--- src/rtl/sema_bank_pkg.sv ---
package sema_bank_pkg;

    parameter int NUM_SEM   = 32;
    parameter int ID_W      = 4;
    parameter int ADDR_W    = 8;
    parameter int DATA_W    = 32;
    parameter int CTRL_BITS = 8;
    parameter int IRQ_BITS  = 16;

    parameter int CTRL_OFS  = 'h00;
    parameter int SEM_BASE  = 'h08;
    parameter int IRQ_OFS   = 'h90;

    typedef enum logic [1:0] {
        RGN_NONE,
        RGN_CTRL,
        RGN_SEM,
        RGN_IRQ
    } region_e;

    typedef enum logic {
        S_FREE,
        S_HELD
    } sem_state_e;

endpackage

--- src/rtl/sema_decode.sv ---
module sema_decode
    import sema_bank_pkg::*;
#(
    parameter int N_SEM = NUM_SEM,
    parameter int AW    = ADDR_W,
    localparam int IDX_W = (N_SEM > 1) ? $clog2(N_SEM) : 1
) (
    input  logic [AW-1:0]    addr,
    output region_e          region,
    output logic [IDX_W-1:0] sem_idx
);

    localparam int SEM_END = SEM_BASE + 4 * N_SEM;

    int unsigned a;
    logic        aligned;

    always_comb begin
        a       = int'(addr);
        aligned = (addr[1:0] == 2'b00);
        sem_idx = '0;
        region  = RGN_NONE;
        if (aligned) begin
            if (a == CTRL_OFS) begin
                region = RGN_CTRL;
            end else if (a == IRQ_OFS) begin
                region = RGN_IRQ;
            end else if (a >= SEM_BASE && a < SEM_END) begin
                region  = RGN_SEM;
                sem_idx = IDX_W'((a - SEM_BASE) >> 2);
            end
        end
    end

endmodule

--- src/rtl/sema_cell.sv ---
module sema_cell
    import sema_bank_pkg::*;
#(
    parameter int IW = ID_W
) (
    input  logic          clk,
    input  logic          rst_n,
    input  logic          wr_hit,
    input  logic          wr_claim,
    input  logic          wr_zero,
    input  logic [IW-1:0] wr_id,
    input  logic [IW-1:0] req_id,
    output logic [IW-1:0] owner
);

    sem_state_e    state_q, state_d;
    logic [IW-1:0] owner_q, owner_d;

    always_comb begin
        state_d = state_q;
        owner_d = owner_q;
        unique case (state_q)
            S_FREE: begin
                if (wr_hit && wr_claim) begin
                    state_d = S_HELD;
                    owner_d = wr_id;
                end
            end
            S_HELD: begin
                if (wr_hit && wr_zero && (req_id == owner_q)) begin
                    state_d = S_FREE;
                    owner_d = '0;
                end
            end
        endcase
    end

    always_ff @(posedge clk) begin
        if (!rst_n) begin
            state_q <= S_FREE;
            owner_q <= '0;
        end else begin
            state_q <= state_d;
            owner_q <= owner_d;
        end
    end

    always_comb begin
        unique case (state_q)
            S_FREE: owner = '0;
            S_HELD: owner = owner_q;
        endcase
    end

endmodule

--- src/rtl/sema_ctrl_irq.sv ---
module sema_ctrl_irq
    import sema_bank_pkg::*;
#(
    parameter int CB = CTRL_BITS,
    parameter int IB = IRQ_BITS
) (
    input  logic          clk,
    input  logic          rst_n,
    input  logic          ctrl_we,
    input  logic [CB-1:0] ctrl_wdata,
    input  logic          clr_we,
    input  logic [IB-1:0] clr_mask,
    input  logic [IB-1:0] evt,
    output logic [CB-1:0] ctrl_val,
    output logic [IB-1:0] irq_pend
);

    logic [IB-1:0] clr_eff;

    always_comb begin
        clr_eff = clr_we ? clr_mask : '0;
    end

    always_ff @(posedge clk) begin
        if (!rst_n) begin
            ctrl_val <= '0;
            irq_pend <= '0;
        end else begin
            if (ctrl_we) begin
                ctrl_val <= ctrl_wdata;
            end
            irq_pend <= (irq_pend & ~clr_eff) | evt;
        end
    end

endmodule

--- src/rtl/sema_bank.sv ---
module sema_bank
    import sema_bank_pkg::*;
#(
    parameter int N_SEM = NUM_SEM,
    parameter int IW    = ID_W,
    parameter int AW    = ADDR_W,
    parameter int DW    = DATA_W,
    parameter int CB    = CTRL_BITS,
    parameter int IB    = IRQ_BITS
) (
    input  logic          clk,
    input  logic          rst_n,
    input  logic [AW-1:0] bus_addr,
    input  logic          bus_wr_en,
    input  logic [DW-1:0] bus_wr_data,
    input  logic          bus_rd_en,
    output logic [DW-1:0] bus_rd_data,
    input  logic [IW-1:0] bus_master_id,
    input  logic [IB-1:0] irq_evt
);

    localparam int IDX_W = (N_SEM > 1) ? $clog2(N_SEM) : 1;

    region_e             region;
    logic [IDX_W-1:0]    sem_idx;
    logic [IW-1:0]       owner_arr [N_SEM];
    logic [N_SEM*IW-1:0] owner_flat;
    logic [CB-1:0]       ctrl_val;
    logic [IB-1:0]       irq_pend;
    logic                wr_claim;
    logic                wr_zero;
    logic [DW-1:0]       rd_next;

    sema_decode #(
        .N_SEM (N_SEM),
        .AW    (AW)
    ) u_dec (
        .addr    (bus_addr),
        .region  (region),
        .sem_idx (sem_idx)
    );

    always_comb begin
        wr_claim = (bus_wr_data[IW-1:0] != '0);
        wr_zero  = (bus_wr_data == '0);
    end

    for (genvar g = 0; g < N_SEM; g++) begin : g_cell
        logic hit;
        always_comb begin
            hit = bus_wr_en && (region == RGN_SEM) && (sem_idx == IDX_W'(g));
        end
        sema_cell #(.IW(IW)) u_cell (
            .clk      (clk),
            .rst_n    (rst_n),
            .wr_hit   (hit),
            .wr_claim (wr_claim),
            .wr_zero  (wr_zero),
            .wr_id    (bus_wr_data[IW-1:0]),
            .req_id   (bus_master_id),
            .owner    (owner_arr[g])
        );
        assign owner_flat[g*IW +: IW] = owner_arr[g];
    end

    sema_ctrl_irq #(
        .CB (CB),
        .IB (IB)
    ) u_regs (
        .clk        (clk),
        .rst_n      (rst_n),
        .ctrl_we    (bus_wr_en && (region == RGN_CTRL)),
        .ctrl_wdata (bus_wr_data[CB-1:0]),
        .clr_we     (bus_wr_en && (region == RGN_IRQ)),
        .clr_mask   (bus_wr_data[IB-1:0]),
        .evt        (irq_evt),
        .ctrl_val   (ctrl_val),
        .irq_pend   (irq_pend)
    );

    always_comb begin
        rd_next = '0;
        unique case (region)
            RGN_NONE: rd_next = '0;
            RGN_CTRL: rd_next = DW'(ctrl_val);
            RGN_SEM:  rd_next = DW'(owner_arr[sem_idx]);
            RGN_IRQ:  rd_next = DW'(irq_pend);
        endcase
    end

    always_ff @(posedge clk) begin
        if (!rst_n) begin
            bus_rd_data <= '0;
        end else if (bus_rd_en) begin
            bus_rd_data <= rd_next;
        end
    end

endmodule

--- config.mk ---
export PLATFORM = sky130hd
export DESIGN_NAME = sema_bank
export DESIGN_NICKNAME = d
export VERILOG_FILES = /design/src/rtl/sema_bank_pkg.sv /design/src/rtl/sema_decode.sv /design/src/rtl/sema_cell.sv /design/src/rtl/sema_ctrl_irq.sv /design/src/rtl/sema_bank.sv
export SDC_FILE = /design/constraint.sdc
export NUM_CORES = 1
export LEC_CHECK = 0
export ABC_AREA = 1
export ABC_CLOCK_PERIOD_IN_PS = 3350
export BUFFER_PORTS_ARGS = -buffer_cell sky130_fd_sc_hd__buf_2
export CORE_AREA = 3 3 160 162
export DETAILED_ROUTE_END_ITERATION = 6
export DIE_AREA = 0 0 163 165
export PLACE_DENSITY = 0.68
export SYNTH_ARGS = -nofsm -noshare
export SYNTH_HDL_FRONTEND = slang
export SYNTH_SLANG_ARGS = --single-unit
--- constraint.sdc ---
create_clock -name clk -period 3.35 [get_ports clk]
set_clock_uncertainty 0.1 [all_clocks]
set_input_delay 0.5025 -clock clk [delete_from_list [all_inputs] [get_ports clk]]
set_output_delay 0.5025 -clock clk [all_outputs]
set_load 0.01 [all_outputs]
==> After elaboration in Yosys (flattened, before gate mapping) <==
Index checks and enable logic that the tools add are counted.
{ "word_totals": {"in_bits": 64, "wordCells": 645, "reg_bits": 216} }
{ "classes": {"n_bitwise": 36, "n_eq_ne": 131, "muxes": 237, "add_sub_neg": 1, "n_reduce_logical": 170, "magnitude_cmp": 3} }
{ "ops": {"columns": ["op", "n"], "rows": [
  ["case mux 4 bit (2 select lines)", 64],
  ["2-to-1 mux 4 bit", 66],
  ["logical AND 1 bit", 132],
  ["equality test 4 bit", 32],
  ["case mux 32 bit (4 select lines)", 1],
  ["equality test 5 bit (second input constant)", 16],
  ["2-to-1 mux 1 bit", 64],
  ["inequality test 2 x 1 -> 1 bit (second input constant)", 32],
  ["inequality test 2 bit (second input constant)", 32],
  ["case mux 1 bit (2 select lines)", 32],
  ["AND reduction 2 bit", 32],
  ["equality test 5 x 4 -> 1 bit (second input constant)", 8],
  ["logical NOT 32 bit", 1],
  ["inverter 1 bit", 32],
  ["binary-select mux 4 bit (select 5 bit)", 1],
  ["equality test 5 x 3 -> 1 bit (second input constant)", 4],
  ["2-to-1 mux 5 bit", 4],
  ["bitwise AND 16 bit", 1],
  ["2-to-1 mux 16 bit", 1],
  ["inverter 16 bit", 1],
  ["bitwise OR 16 bit", 1],
  ["equality test 5 x 2 -> 1 bit (second input constant)", 2],
  ["equality test 8 bit (second input constant)", 1],
  [">= comparator 8 x 4 -> 1 bit (second input constant)", 1],
  ["12 further kinds", 17]
]} }

==> Logic depth before layout (Yosys ltp) <==
Gate-level depths: netlist (run 1).
{ "logic_depth": {"depth_word": 13, "ltp_mapped": 22} }

==> By module <==
Synthesis (run 1) repeated with hierarchy kept, for this count alone.
{ "hier_totals": {"cells_unflattened": 2428, "hier_area_um2": 13684.4} }
{ "modules_own_cells": {"columns": ["mod", "area_each_um2", "instances", "cells_each"], "rows": [
  ["sema_cell", 312.8, 32, 54],
  ["sema_bank", 2571.2, 1, 552],
  ["sema_ctrl_irq", 913.4, 1, 117],
  ["sema_decode", 190.2, 1, 31]
]} }

==> Worst setup path after synthesis (run 1) <==
OpenSTA, ideal clock, no wires.
{ "synth_path": {"path_type": "input -> register", "startpoint": "input bus_addr[4]", "endpoint": "register g_cell[31].u_cell.owner_q[0]", "cell_stages": 19, "slack_ps": 778, "n_path_buf": 2, "arrival_ps": 2339, "path_cell_list": "inv_1 ha_1 nand2_1 nor2_1 nand2_1 nand2_1 buf_2 nand3_2 inv_2 buf_4 nand2_1 inv_1 nand2_1 nor2_1 inv_1 o31ai_2 o21ai_1 nand2_1 a21oi_1"} }
{ "synth_between": {"elab_chain_len": 13, "word_cells_on_any_way": 24, "classes_between": "add/sub: 1; order compare: 2; eq/ne: 5; mux: 8; reduce/logical: 8"} }
{ "synth_lines": {"columns": ["item", "line", "rtl"], "rows": [
  ["from (decl)", "sema_bank.sv:13", "input logic [AW-1:0] bus_addr,"],
  [">= comparator 8 x 4 -> 1 bit or less-than comparator 8 bit (tied branches)", "sema_decode.sv:28", "end else if (a >= SEM_BASE && a < SEM_END) begin"],
  ["logical AND 1 bit", "sema_decode.sv:28", null],
  ["2-to-1 mux 2 bit", "sema_decode.sv:28", null],
  ["2-to-1 mux 2 bit", "sema_decode.sv:26", "end else if (a == IRQ_OFS) begin"],
  ["2-to-1 mux 2 bit", "sema_decode.sv:24", "if (a == CTRL_OFS) begin"],
  ["2-to-1 mux 2 bit", "sema_decode.sv:23", "if (aligned) begin"],
  ["equality test 2 bit", "sema_bank.sv:51", "hit = bus_wr_en && (region == RGN_SEM) && (sem_idx == IDX_W'(g));"],
  ["logical AND 1 bit", "sema_bank.sv:51", null],
  ["logical AND 1 bit *", "sema_bank.sv:51", null],
  ["logical AND 1 bit (2 in a row)", "sema_cell.sv:30", "if (wr_hit && wr_zero && (req_id == owner_q)) begin"],
  ["inequality test 2 bit (no source line)", null, null],
  ["AND reduction 2 bit (no source line) *", null, null],
  ["to (signal assigned)", "sema_cell.sv:44", "owner_q <= owner_d;"],
  ["to (decl)", "sema_cell.sv:17", "logic [IW-1:0] owner_q, owner_d;"]
]} }
Mark *: on every way between the ends. The rest lies on a longest branch, timed or not.
A chain may end at the register's enable or synchronous reset.

==> Worst setup path after layout (run 1) <==
{ "layout_path": {"startpoint": "input bus_addr[4]", "endpoint": "register g_cell[15].u_cell.owner_q[2]"} }
{ "layout_between": {"elab_chain_len": 13, "word_cells_on_any_way": 24, "classes_between": "add/sub: 1; order compare: 2; eq/ne: 5; mux: 8; reduce/logical: 8"} }
{ "layout_lines": {"columns": ["item", "line"], "rows": [
  [">= comparator 8 x 4 -> 1 bit or less-than comparator 8 bit (tied branches)", "sema_decode.sv:28"],
  ["logical AND 1 bit", "sema_decode.sv:28"],
  ["2-to-1 mux 2 bit", "sema_decode.sv:28"],
  ["2-to-1 mux 2 bit", "sema_decode.sv:26"],
  ["2-to-1 mux 2 bit", "sema_decode.sv:24"],
  ["2-to-1 mux 2 bit", "sema_decode.sv:23"],
  ["equality test 2 bit", "sema_bank.sv:51"],
  ["logical AND 1 bit", "sema_bank.sv:51"],
  ["logical AND 1 bit *", "sema_bank.sv:51"],
  ["logical AND 1 bit (2 in a row)", "sema_cell.sv:30"],
  ["inequality test 2 bit (no source line)", null],
  ["AND reduction 2 bit (no source line) *", null],
  ["to (signal assigned)", "sema_cell.sv:44"],
  ["to (decl)", "sema_cell.sv:17"]
]} }
Marked as above.

==> flow_metrics.tcl, run 1 <==
set metrics [dict create \
    status "completed" \
    first_pass_iters 6 \
    grt.total_usage 0.277 \
    via_per_inst 5.53 \
    rsz0062_at_grt "false" \
    synthDistinctLibCells 50 \
    swShare 0.304 \
    hold_buffers 0 \
    synthMostInstantiatedCell "nand2_1" \
    use_met3 0.0411 \
    powerDensity_nw_per_um2 388 \
    p_switching_mw 1.58 \
    synth_top_family_by_area "simple AND/OR/NAND/NOR gates" \
    pre_cts_ws_ns 0.202 \
    wl_um 38000 \
    drv_cap 0 \
    maxSlewHeadroom 0.540 \
    grt-ovfl-total 0 \
    setup_violations 0 \
    die_h_um 165 \
    synth_edf_count 0 \
    clkTransAtPathRegs_ns 0.10 \
    worstMarginPinSlew_ns 0.690 \
    worstSetupStartpointType "input port" \
    worstPathMaxFanout 16 \
    vdd.ir_drop.worst_mv 0.302 \
    area_growth_pct 10.8 \
    grt_busiest_layer "met2" \
    drive_above_1_share 0.110 \
    slew_viol_final 0 \
    core_um2 24200 \
    p_int_mw 3.63 \
    min-delay-path-class "in2reg" \
    rows 57 \
    netlist_instances 1886 \
    min_period_ns 2.74 \
    drc 0 \
    synth_seq_cells 200 \
    min_period_over_period 0.817 \
    ys_warn_count 0 \
    synth.top_cells.by_area "dfxtp_1, nand2_1, a21oi_1" \
    tns_ns 0 \
    clockBufferDepth 2 \
    cts_root_buffer "clkbuf_16" \
    synth_area_um2 12100 \
    grt_max_degree 103 \
    antenna_found_initial 0 \
    io_pins 96 \
    die_area_um2 26900 \
    htreeDepth 4 \
    post_drt_wl_per_cell_um 16.8 \
    leakage_nw 5.46 \
    clockPowerShare 0.432 \
    numCtsBuffers 17 \
    grt_pass1_wl_um 59600 \
    cp_data_required_time_ns 3.57 \
    synthAdderAreaFrac 0.00206 \
    synthSimpleGateAreaFrac 0.362 \
    use_met2 0.457 \
    start_util 0.500 \
    cts_tree "yes" \
    synthMuxAreaShare 0.00186 \
    first_iter_violations 1178 \
    synth_top_area_cell "dfxtp_1" \
    postRouteAntennaNets 0 \
    nets 1986 \
    place_congestion 1.03 \
    ctsResizeCount 0 \
    clkSinkCount 200 \
    p_seq_frac 0.463 \
    worst_skew_pair.late_latency_ns 0.45 \
    fmax_mhz 366 \
    cp.arrival_ns 2.95 \
    power_frac_comb 0.105 \
    critPathCaptureType "flop" \
    fin_cells 2257 \
    synthTopCellsByCount "nand2_1, dfxtp_1, a21oi_1" \
    syn_avg_cell_area_um2 6.43 \
    dp_cells 2225 \
    synthFlopType "dfxtp_1" \
    antenna_cells 0 \
    fp.dieW_um 163 \
    async_flop_share 0 \
    synth_top_area_share 0.330 \
    postCtsSetupBuffers 0 \
    synth-xor-area-share 0.0837 \
    synth_compound_area_frac 0.137 \
    use_met1 0.373 \
    setup_slack_ns 0.614 \
    criticalPathCategory "in2reg" \
    numPortBuffers 79 \
    grt_pass1_vias 11323 \
    vias 12487 \
    yosysSeqAreaShare 0.330 \
    dpl.hpwl_um 25200 \
    finalHoldViolCount 0 \
]
==> cells in the final DEF (no fill, tap or decap), drive strengths merged <==
cell    synthesis  final
a211oi          4      4
a21oi         187    187
a221o           4      4
a221oi          1      1
a22o            4      4
a41oi           1      1
and2            1      1
buf            39    117
clkbuf         78     17
clkinv          1      5
conb            1     16
dfxtp         200    200
ha              2      2
inv           126    137
mux2            2      2
nand2         700    700
nand3          50     50
nand4          77     77
nor2          137    137
nor3           25     25
nor3b           1      1
nor4           14     14
nor4b           5      5
o211a           1      1
o211ai          4      4
o21ai          83     83
o221a           1      1
o22ai           2      2
o311a           1      1
o31ai          12     12
or2             5      5
or3             1      1
xnor2          80     80
xor2           36     36
==> cell type report <==
class	count	area, um2
clock buffers	17	425
well taps	324	405
fillers	2472	10800
multi-input cells	1457	7200
clock inverters	15	218
repair buffers	117	718
flip-flops and latches	200	4000
inverters	127	479
==> power groups by stage <==
stage          sequential [mW]  combinational [mW]  clock (mW)
4_1_cts                   2.41               0.540        2.27
5_1_grt                   2.42               0.595        2.36
3_5_place_dp              2.47               0.538           0
6_report                  2.41               0.549        2.25
2_1_floorplan             2.47               0.359           0
3_3_place_gp              2.47               0.532           0
==> logic make-up after synthesis <==
kind of cell,Yosys count
buffers and inverters,244
other,1
and+or+nand+nor,1016
DFF,200
adders and majority gates,2
muxes,2
xor gates and xnor gates,116
AOI/OAI and AO/OA,305
==> routing by layer <==
layer,wire [um],share of wire,up-vias
met5,0,0,-
li1,-,-,6130
met1,16400,0.43,5775
met2,17700,0.47,497
met3,2900,0.076,85
met4,955,0.025,0
==> sequential cells by signal (all words and copies together) (netlist names) <==
register and count:
g_cell.u_cell.owner_q 128, g_cell.u_cell.state_q 32, u_regs.irq_pend 16, u_regs.ctrl_val 8, bus_rd_data 16
==> stage by stage <==
step | hold WS (ns) | util | cell area [um2] | power [mW]
detailed placement | 0.356 | 0.528 | 12800 | 3.01
CTS | 0.137 | 0.554 | 13400 | 5.22
floorplan | 0.336 | - | 12200 | 2.83
finish | 0.149 | 0.554 | 13400 | 5.21
global route | 0.149 | 0.554 | 13400 | 5.37
global placement | 0.350 | 0.528 | 12800 | 3.00
==> critical path: stages <==
cell	delay, ns
buf_2	0.12
inv_1	0.10
ha_1	0.15
nand2_1	0.05
nor2_1	0.09
nand2_1	0.07
nand2_2	0.11
nand2_2	0.12
nor2_8	0.16
nand2_2	0.13
nor2_4	0.20
inv_2	0.21
nor4_2	0.58
nor2_1	0.19
nand2_1	0.10
a21oi_1	0.06
==> worst paths after layout <==
kind,from,end,slack (ns),cells after the start
worst max register to register,g_cell[28].u_cell.owner_q[2]$_SDFFE_PN0P_,g_cell[28].u_cell.owner_q[3]$_SDFFE_PN0P_,1.39,8
worst max-delay path,bus_addr[4],g_cell[15].u_cell.owner_q[2]$_SDFFE_PN0P_,0.61,16
worst min-delay path,irq_evt[9],u_regs.irq_pend[9]$_SDFF_PN0_,0.15,3
worst min register to register,u_regs.irq_pend[14]$_SDFF_PN0_,bus_rd_data[14]$_SDFFE_PN0P_,0.37,2
Power figures use the tool's default switching activity.
==> run 2: changes to the inputs <==
--- a/config.mk
+++ b/config.mk
@@ -5,13 +5,13 @@
 export SDC_FILE = /design/constraint.sdc
 export NUM_CORES = 1
 export LEC_CHECK = 0
-export ABC_AREA = 1
-export ABC_CLOCK_PERIOD_IN_PS = 3350
+export ABC_AREA = 0
+export ABC_CLOCK_PERIOD_IN_PS = 2500
 export BUFFER_PORTS_ARGS = -buffer_cell sky130_fd_sc_hd__buf_2
-export CORE_AREA = 3 3 160 162
+export CORE_AREA = 3 3 154 156
 export DETAILED_ROUTE_END_ITERATION = 6
-export DIE_AREA = 0 0 163 165
-export PLACE_DENSITY = 0.68
+export DIE_AREA = 0 0 157 159
+export PLACE_DENSITY = 0.7
 export SYNTH_ARGS = -nofsm -noshare
 export SYNTH_HDL_FRONTEND = slang
 export SYNTH_SLANG_ARGS = --single-unit
==> constraint.sdc (replaced) <==
create_clock -name clk -period 2.5 [get_ports clk]
set_clock_uncertainty 0.1 [all_clocks]
set_input_delay 0.375 -clock clk [delete_from_list [all_inputs] [get_ports clk]]
set_output_delay 0.375 -clock clk [all_outputs]
set_load 0.01 [all_outputs]
==> flow_metrics.tcl, run 2 <==
set metrics [dict create \
    post_drt_wl_per_cell_um 22.4 \
    clkSinkCount 200 \
    nFillCells 1998 \
    drv_cap 0 \
    critPathCaptureType "flop" \
    netlist_instances 1411 \
    dp_cells 1915 \
    r2r_cells 6 \
    leakage_nw 5.73 \
    synth_area_um2 11100 \
    cts_root_buffer "clkbuf_16" \
    grt_pass1_wl_um 66800 \
    rsz0062_at_grt "true" \
    postRouteAntennaNets 0 \
    p_int_mw 5.12 \
    yosysSeqAreaShare 0.360 \
    grt_busiest_layer "met2" \
    swShare 0.267 \
    synthTopCellsByCount "dfxtp_1, nand2_1, a21oi_1" \
    async_flop_share 0 \
    grt_max_degree 81 \
    setup_violations 0 \
    final_common_cell "buf_4" \
    maxSlewHeadroom 0.642 \
    drc 0 \
    vias 11939 \
    grt.total_usage 0.345 \
    numCtsBuffers 17 \
    htreeDepth 4 \
    synthDistinctLibCells 73 \
    die_area_um2 25000 \
    fin_cells 1950 \
    numPortBuffers 79 \
    drive_above_1_share 0.245 \
    first_pass_iters 6 \
    dpl.hpwl_um 33000 \
    area_growth_pct 28.6 \
    min-delay-path-class "in2reg" \
    use_met3 0.0582 \
    regArea_um2 4000 \
    worstMarginPinSlew_ns 0.524 \
    use_met1 0.491 \
    wl_um 43700 \
    grt-ovfl-total 0 \
    slew_viol_final 0 \
    start_util 0.495 \
    use_met2 0.523 \
    synth_top_area_share 0.360 \
    fmax_mhz 407 \
    clkTransAtPathRegs_ns 0.07 \
    min_period_over_period 0.983 \
    rows 55 \
    core_um2 22500 \
    grt_pass1_vias 11379 \
    syn_avg_cell_area_um2 7.89 \
    synth_top_area_cell "dfxtp_1" \
    p_switching_mw 1.86 \
    cp_data_required_time_ns 2.70 \
    via_per_inst 6.12 \
    cp.arrival_ns 2.66 \
    regMostFlops "g_cell.u_cell.owner_q" \
    worstSetupStartpointType "input port" \
    slowest_delay_ns 0.57 \
    cts_tree "yes" \
    path_cells "buf_2 -> or4_4 -> a311o_1 -> and4b_2 -> nor2_4 -> a2111oi_0 -> buf_4 -> o2111ai_1 -> o211ai_1" \
    io_pins 96 \
    synth_edf_count 0 \
    antenna_cells 0 \
    status "completed" \
    clockBufferDepth 2 \
    ys_warn_count 0 \
    synthFlopType "dfxtp_1" \
    whs_path_depth 3 \
    clockPowerShare 0.410 \
    synthMostInstantiatedCell "dfxtp_1" \
    power_frac_comb 0.128 \
    min_period_ns 2.46 \
    vdd.ir_drop.worst_mv 0.334 \
    placed_area_um2 13600 \
    largest_register_ffs 128 \
    finalHoldViolCount 0 \
    largest_registers "g_cell.u_cell.owner_q x128, g_cell.u_cell.state_q x32" \
    synth_seq_cells 200 \
    hold-worst-slack_ns 0.0347 \
    worst_skew_pair.late_latency_ns 0.45 \
    p_seq_frac 0.462 \
    place_congestion 1.01 \
    final_cell_mix "buf_4, dfxtp_1, nand2_1, a21oi_1" \
    die_h_um 159 \
    multi_input_area_um2 6720 \
    worstPathMaxFanout 5 \
    fp.dieW_um 157 \
    first_iter_violations 1421 \
    synth.top_cells.by_area "dfxtp_1, xor2_1, nand2_1" \
    criticalPathCategory "in2reg" \
    nets 1718 \
    antenna_found_initial 1 \
    stdcell_area_um2 14300 \
    powerDensity_nw_per_um2 488 \
    slowest_stage "or4_4" \
]
run 2: changes by cell type in the layout (fill, tap and decap cells not counted), sizes merged, moves of 25 or more:
cell and change:
nor4 +33, o21ai -40, o22ai +54, buf +209
xor2 +65, nand4 -57, a21oi -74, nor2 -29
inv -91, nand2 -524, mux2i +25, xnor2 -48
run 2: per-layer routing:
layer / up-vias / share of wire
met4: 0 / 0.041
met5: - / 0
li1: 5542 / -
met1: 5735 / 0.43
met2: 551 / 0.45
met3: 111 / 0.085
run 2: path summary, 6_finish.rpt:
path	start	to	slack (ns)
hold / removal	irq_evt[15]	u_regs.irq_pend[15]$_SDFF_PN0_	0.03
hold reg to reg	bus_rd_data[14]$_SDFFE_PN0P_	bus_rd_data[14]$_SDFFE_PN0P_	0.37
setup reg to reg	g_cell[18].u_cell.state_q$_SDFF_PN0_	bus_rd_data[2]$_SDFFE_PN0P_	0.56
setup / recovery	bus_addr[3]	bus_rd_data[1]$_SDFFE_PN0P_	0.04
run 2: worst max-delay path, delay by kind of cell:
family	cells	cell delay, ns
AND/OR/NAND/NOR	3	1.07
AO/OA/AOI/OAI	4	0.95
buffers and inverters	2	0.27
run 2: layout make-up:
type,count,area share
clock buffer,21,0.0322
inverter,42,0.0110
multi-input combinational,1065,0.469
tap,285,0.0249
sequential,200,0.280
clock inverter,11,0.00953
timing repair buffer,326,0.173
run 2: power by group through the flow:
stage	clock network (mW)	registers [mW]	logic [mW]
finish	2.86	3.23	0.894
global route	3.03	3.23	0.943
floorplan	0	3.30	0.446
global placement	0	3.30	0.845
detailed placement	0	3.30	0.853
CTS	2.88	3.23	0.859
run 2: kinds of logic after synthesis:
| logic type | after synthesis | share of synthesized area |
|---|---|---|
| mux | 27 | 0.0245 |
| simple gates | 498 | 0.216 |
| fa+ha+maj | 2 | 0.00225 |
| compound gates | 389 | 0.231 |
| flops | 200 | 0.360 |
| buf+inv | 161 | 0.0619 |
| other cells | 1 | 0.000337 |
| xor+xnor | 133 | 0.105 |
run 2: per-stage QoR:
step                worst slack (ns)  utilization  total power [mW]   TNS (ns)
floorplan                     -0.106            -              3.75     -0.550
CTS                           0.0106        0.631              6.97          0
global placement              -0.446        0.605              4.15     -36.03
finish                        0.0422        0.636              6.99          0
detailed placement            -0.578        0.605              4.16     -38.45
global route               -0.000561        0.636              7.20  -0.000561
run 2: timing repair:
| action | CTS | global route |
|---|---|---|
| hold buffers | 0 | 0 |
| gates cloned | 0 | 0 |
| resized for setup | 1 | 17 |
| buffers inserted | 0 | 3 |
| pin swaps | 0 | 4 |
| setup endpoints to repair | 1 | 28 |
==> run 3: changes to the inputs <==
--- a/config.mk
+++ b/config.mk
@@ -8,10 +8,11 @@
 export ABC_AREA = 0
 export ABC_CLOCK_PERIOD_IN_PS = 2500
 export BUFFER_PORTS_ARGS = -buffer_cell sky130_fd_sc_hd__buf_2
-export CORE_AREA = 3 3 154 156
+export CORE_AREA = 3 3 147 149
 export DETAILED_ROUTE_END_ITERATION = 6
-export DIE_AREA = 0 0 157 159
-export PLACE_DENSITY = 0.7
+export DIE_AREA = 0 0 150 152
+export PLACE_DENSITY = 0.76
 export SYNTH_ARGS = -nofsm -noshare
 export SYNTH_HDL_FRONTEND = slang
 export SYNTH_SLANG_ARGS = --single-unit
+export TNS_END_PERCENT = 50
==> flow_metrics.tcl, run 3 (synthesis gave the netlist of run 2 again) <==
set metrics [dict create \
    die_h_um 152 \
    path_depth 9 \
    post_drt_wl_per_cell_um 22.4 \
    r2r-start "g_cell[29].u_cell.state_q$_SDFF_PN0_" \
    slowest_delay_ns 0.56 \
    critPathCaptureType "flop" \
    criticalPathCategory "in2reg" \
    cts_root_buffer "clkbuf_16" \
    r2r_cells 5 \
    fp.dieW_um 150 \
    final_cell_mix "buf_4, dfxtp_1, nand2_1, a21oi_1, nor2_1" \
    io_pins 96 \
    setup_violations 0 \
    status "completed" \
    vdd.ir_drop.worst_mv 0.462 \
    fmax_mhz 414 \
    dp_cells 1890 \
    power_mw 6.85 \
    final_common_cell "buf_4" \
    grt_max_degree 58 \
    stdcell_area_um2 14100 \
    first_pass_iters 5 \
    clkSinkCount 200 \
    finalHoldViolCount 0 \
    min-delay-path-class "in2reg" \
    regMostFlops "g_cell.u_cell.owner_q" \
    die_area_um2 22800 \
    drive_above_1_share 0.237 \
    cp.buffers_inverters 2 \
    leakage_nw 5.66 \
    drc 0 \
    antenna_found_initial 0 \
    dpl.hpwl_um 32400 \
    largest_register_ffs 128 \
    slew_viol_final 0 \
    cp.arrival_ns 2.64 \
    via_per_inst 6.33 \
    worst_skew_pair.late_latency_ns 0.44 \
    numCtsBuffers 17 \
    postRouteAntennaNets 0 \
    path_delay_family "compound AO/OA/AOI/OAI gates" \
    wl_um 43100 \
    path_cells "buf_2 -> or4_4 -> a311o_1 -> buf_4 -> nand4b_1 -> mux2_2 -> o2111a_1 -> a2bb2oi_1 -> o21a_1" \
    cts_tree "yes" \
    maxSlewHeadroom 0.626 \
    vias 12166 \
    numPortBuffers 79 \
    grt_pass1_vias 11417 \
    drv_cap 0 \
    rows 52 \
    worstSetupStartpointType "input port" \
    hold_buffers 0 \
    start_util 0.548 \
    min_period_ns 2.41 \
    grt_pass1_wl_um 65800 \
    nets 1705 \
    min_period_over_period 0.966 \
    critPathLaunch "bus_addr[6]" \
    area_growth_pct 26.8 \
    endpoint "bus_rd_data[0]$_SDFFE_PN0P_" \
    worstMarginPinSlew_ns 0.547 \
    htreeDepth 4 \
    grt-ovfl-total 0 \
    timing.rr.end "bus_rd_data[3]$_SDFFE_PN0P_" \
    place_congestion 1.10 \
    fin_cells 1922 \
    grt.total_usage 0.369 \
    clkTransAtPathRegs_ns 0.08 \
    core_um2 20300 \
    largest_registers "g_cell.u_cell.owner_q x128, g_cell.u_cell.state_q x32" \
    powerDensity_nw_per_um2 485 \
    clockBufferDepth 2 \
    worstPathMaxFanout 4 \
    rrSetupSlack_ns 0.55 \
    rsz0062_at_grt "false" \
    placed_area_um2 13500 \
    first_iter_violations 1395 \
    slowest_stage "or4_4" \
    cp_data_required_time_ns 2.73 \
    antenna_cells 0 \
]
-- run 3: final cells by class --
cell class | instances | area (um2)
multi-input cells | 1065 | 6650
fillers | 1661 | 6190
flip-flops and latches | 200 | 4000
repair buffers | 313 | 2390
clock buffers | 18 | 439
well taps | 270 | 338
inverters | 42 | 158
clock inverters | 14 | 133
-- run 3: worst min-delay path, stage by stage --
cell,delay (ns)
buf_2,0.08
a21oi_1,0.03
nor2_1,0.06
-- run 3: what timing repair did --
| action | CTS | global route |
|---|---|---|
| setup endpoints to repair | 1 | 13 |
| pin swaps | 0 | 1 |
| endpoints found under the hold margin | 0 | 0 |
| cloned | 0 | 0 |
| resized for setup | 1 | 7 |
| setup buffers | 0 | 0 |
-- run 3: layer usage --
metal | routed length (um) | share of wire | vias up | GRT usage
li1 | - | - | 5517 | -
met4 | 2370 | 0.055 | 0 | 0.188
met2 | 18700 | 0.43 | 726 | 0.545
met5 | 0 | 0 | - | 0
met3 | 4600 | 0.11 | 177 | 0.0828
met1 | 17400 | 0.40 | 5746 | 0.504
-- run 3: worst min path at each step --
stage | startpoint | end | depth (start not counted)
floorplan | g_cell[19].u_cell.owner_q[2]$_SDFFE_PN0P_ | g_cell[19].u_cell.owner_q[2]$_SDFFE_PN0P_ | 2
global placement | bus_rd_data[13]$_SDFFE_PN0P_ | bus_rd_data[13]$_SDFFE_PN0P_ | 2
detailed placement | bus_rd_data[11]$_SDFFE_PN0P_ | bus_rd_data[11]$_SDFFE_PN0P_ | 2
CTS | irq_evt[9] | u_regs.irq_pend[9]$_SDFF_PN0_ | 3
global route | irq_evt[2] | u_regs.irq_pend[2]$_SDFF_PN0_ | 3
finish | irq_evt[13] | u_regs.irq_pend[13]$_SDFF_PN0_ | 3
-- run 3: where the power goes --
part	switching [mW]	internal, mW	total, mW	leakage (nW)
Clock	1.39	1.35	2.75	0.286
Sequential	0.0201	3.21	3.23	1.62
Combinational	0.521	0.350	0.871	3.76
Total	1.94	4.91	6.85	5.66
-- run 3: metrics by stage --
step / setup TNS (ns) / setup WS (ns) / hold slack (ns) / utilization
2_1_floorplan: -0.961 / -0.106 / 0.349 / -
3_3_place_gp: -27.03 / -0.506 / 0.353 / 0.666
3_5_place_dp: -30.99 / -0.523 / 0.356 / 0.666
4_1_cts: 0 / 0.0846 / 0.0349 / 0.694
5_1_grt: 0 / 0.0108 / 0.0379 / 0.695
6_report: 0 / 0.0857 / 0.0347 / 0.695
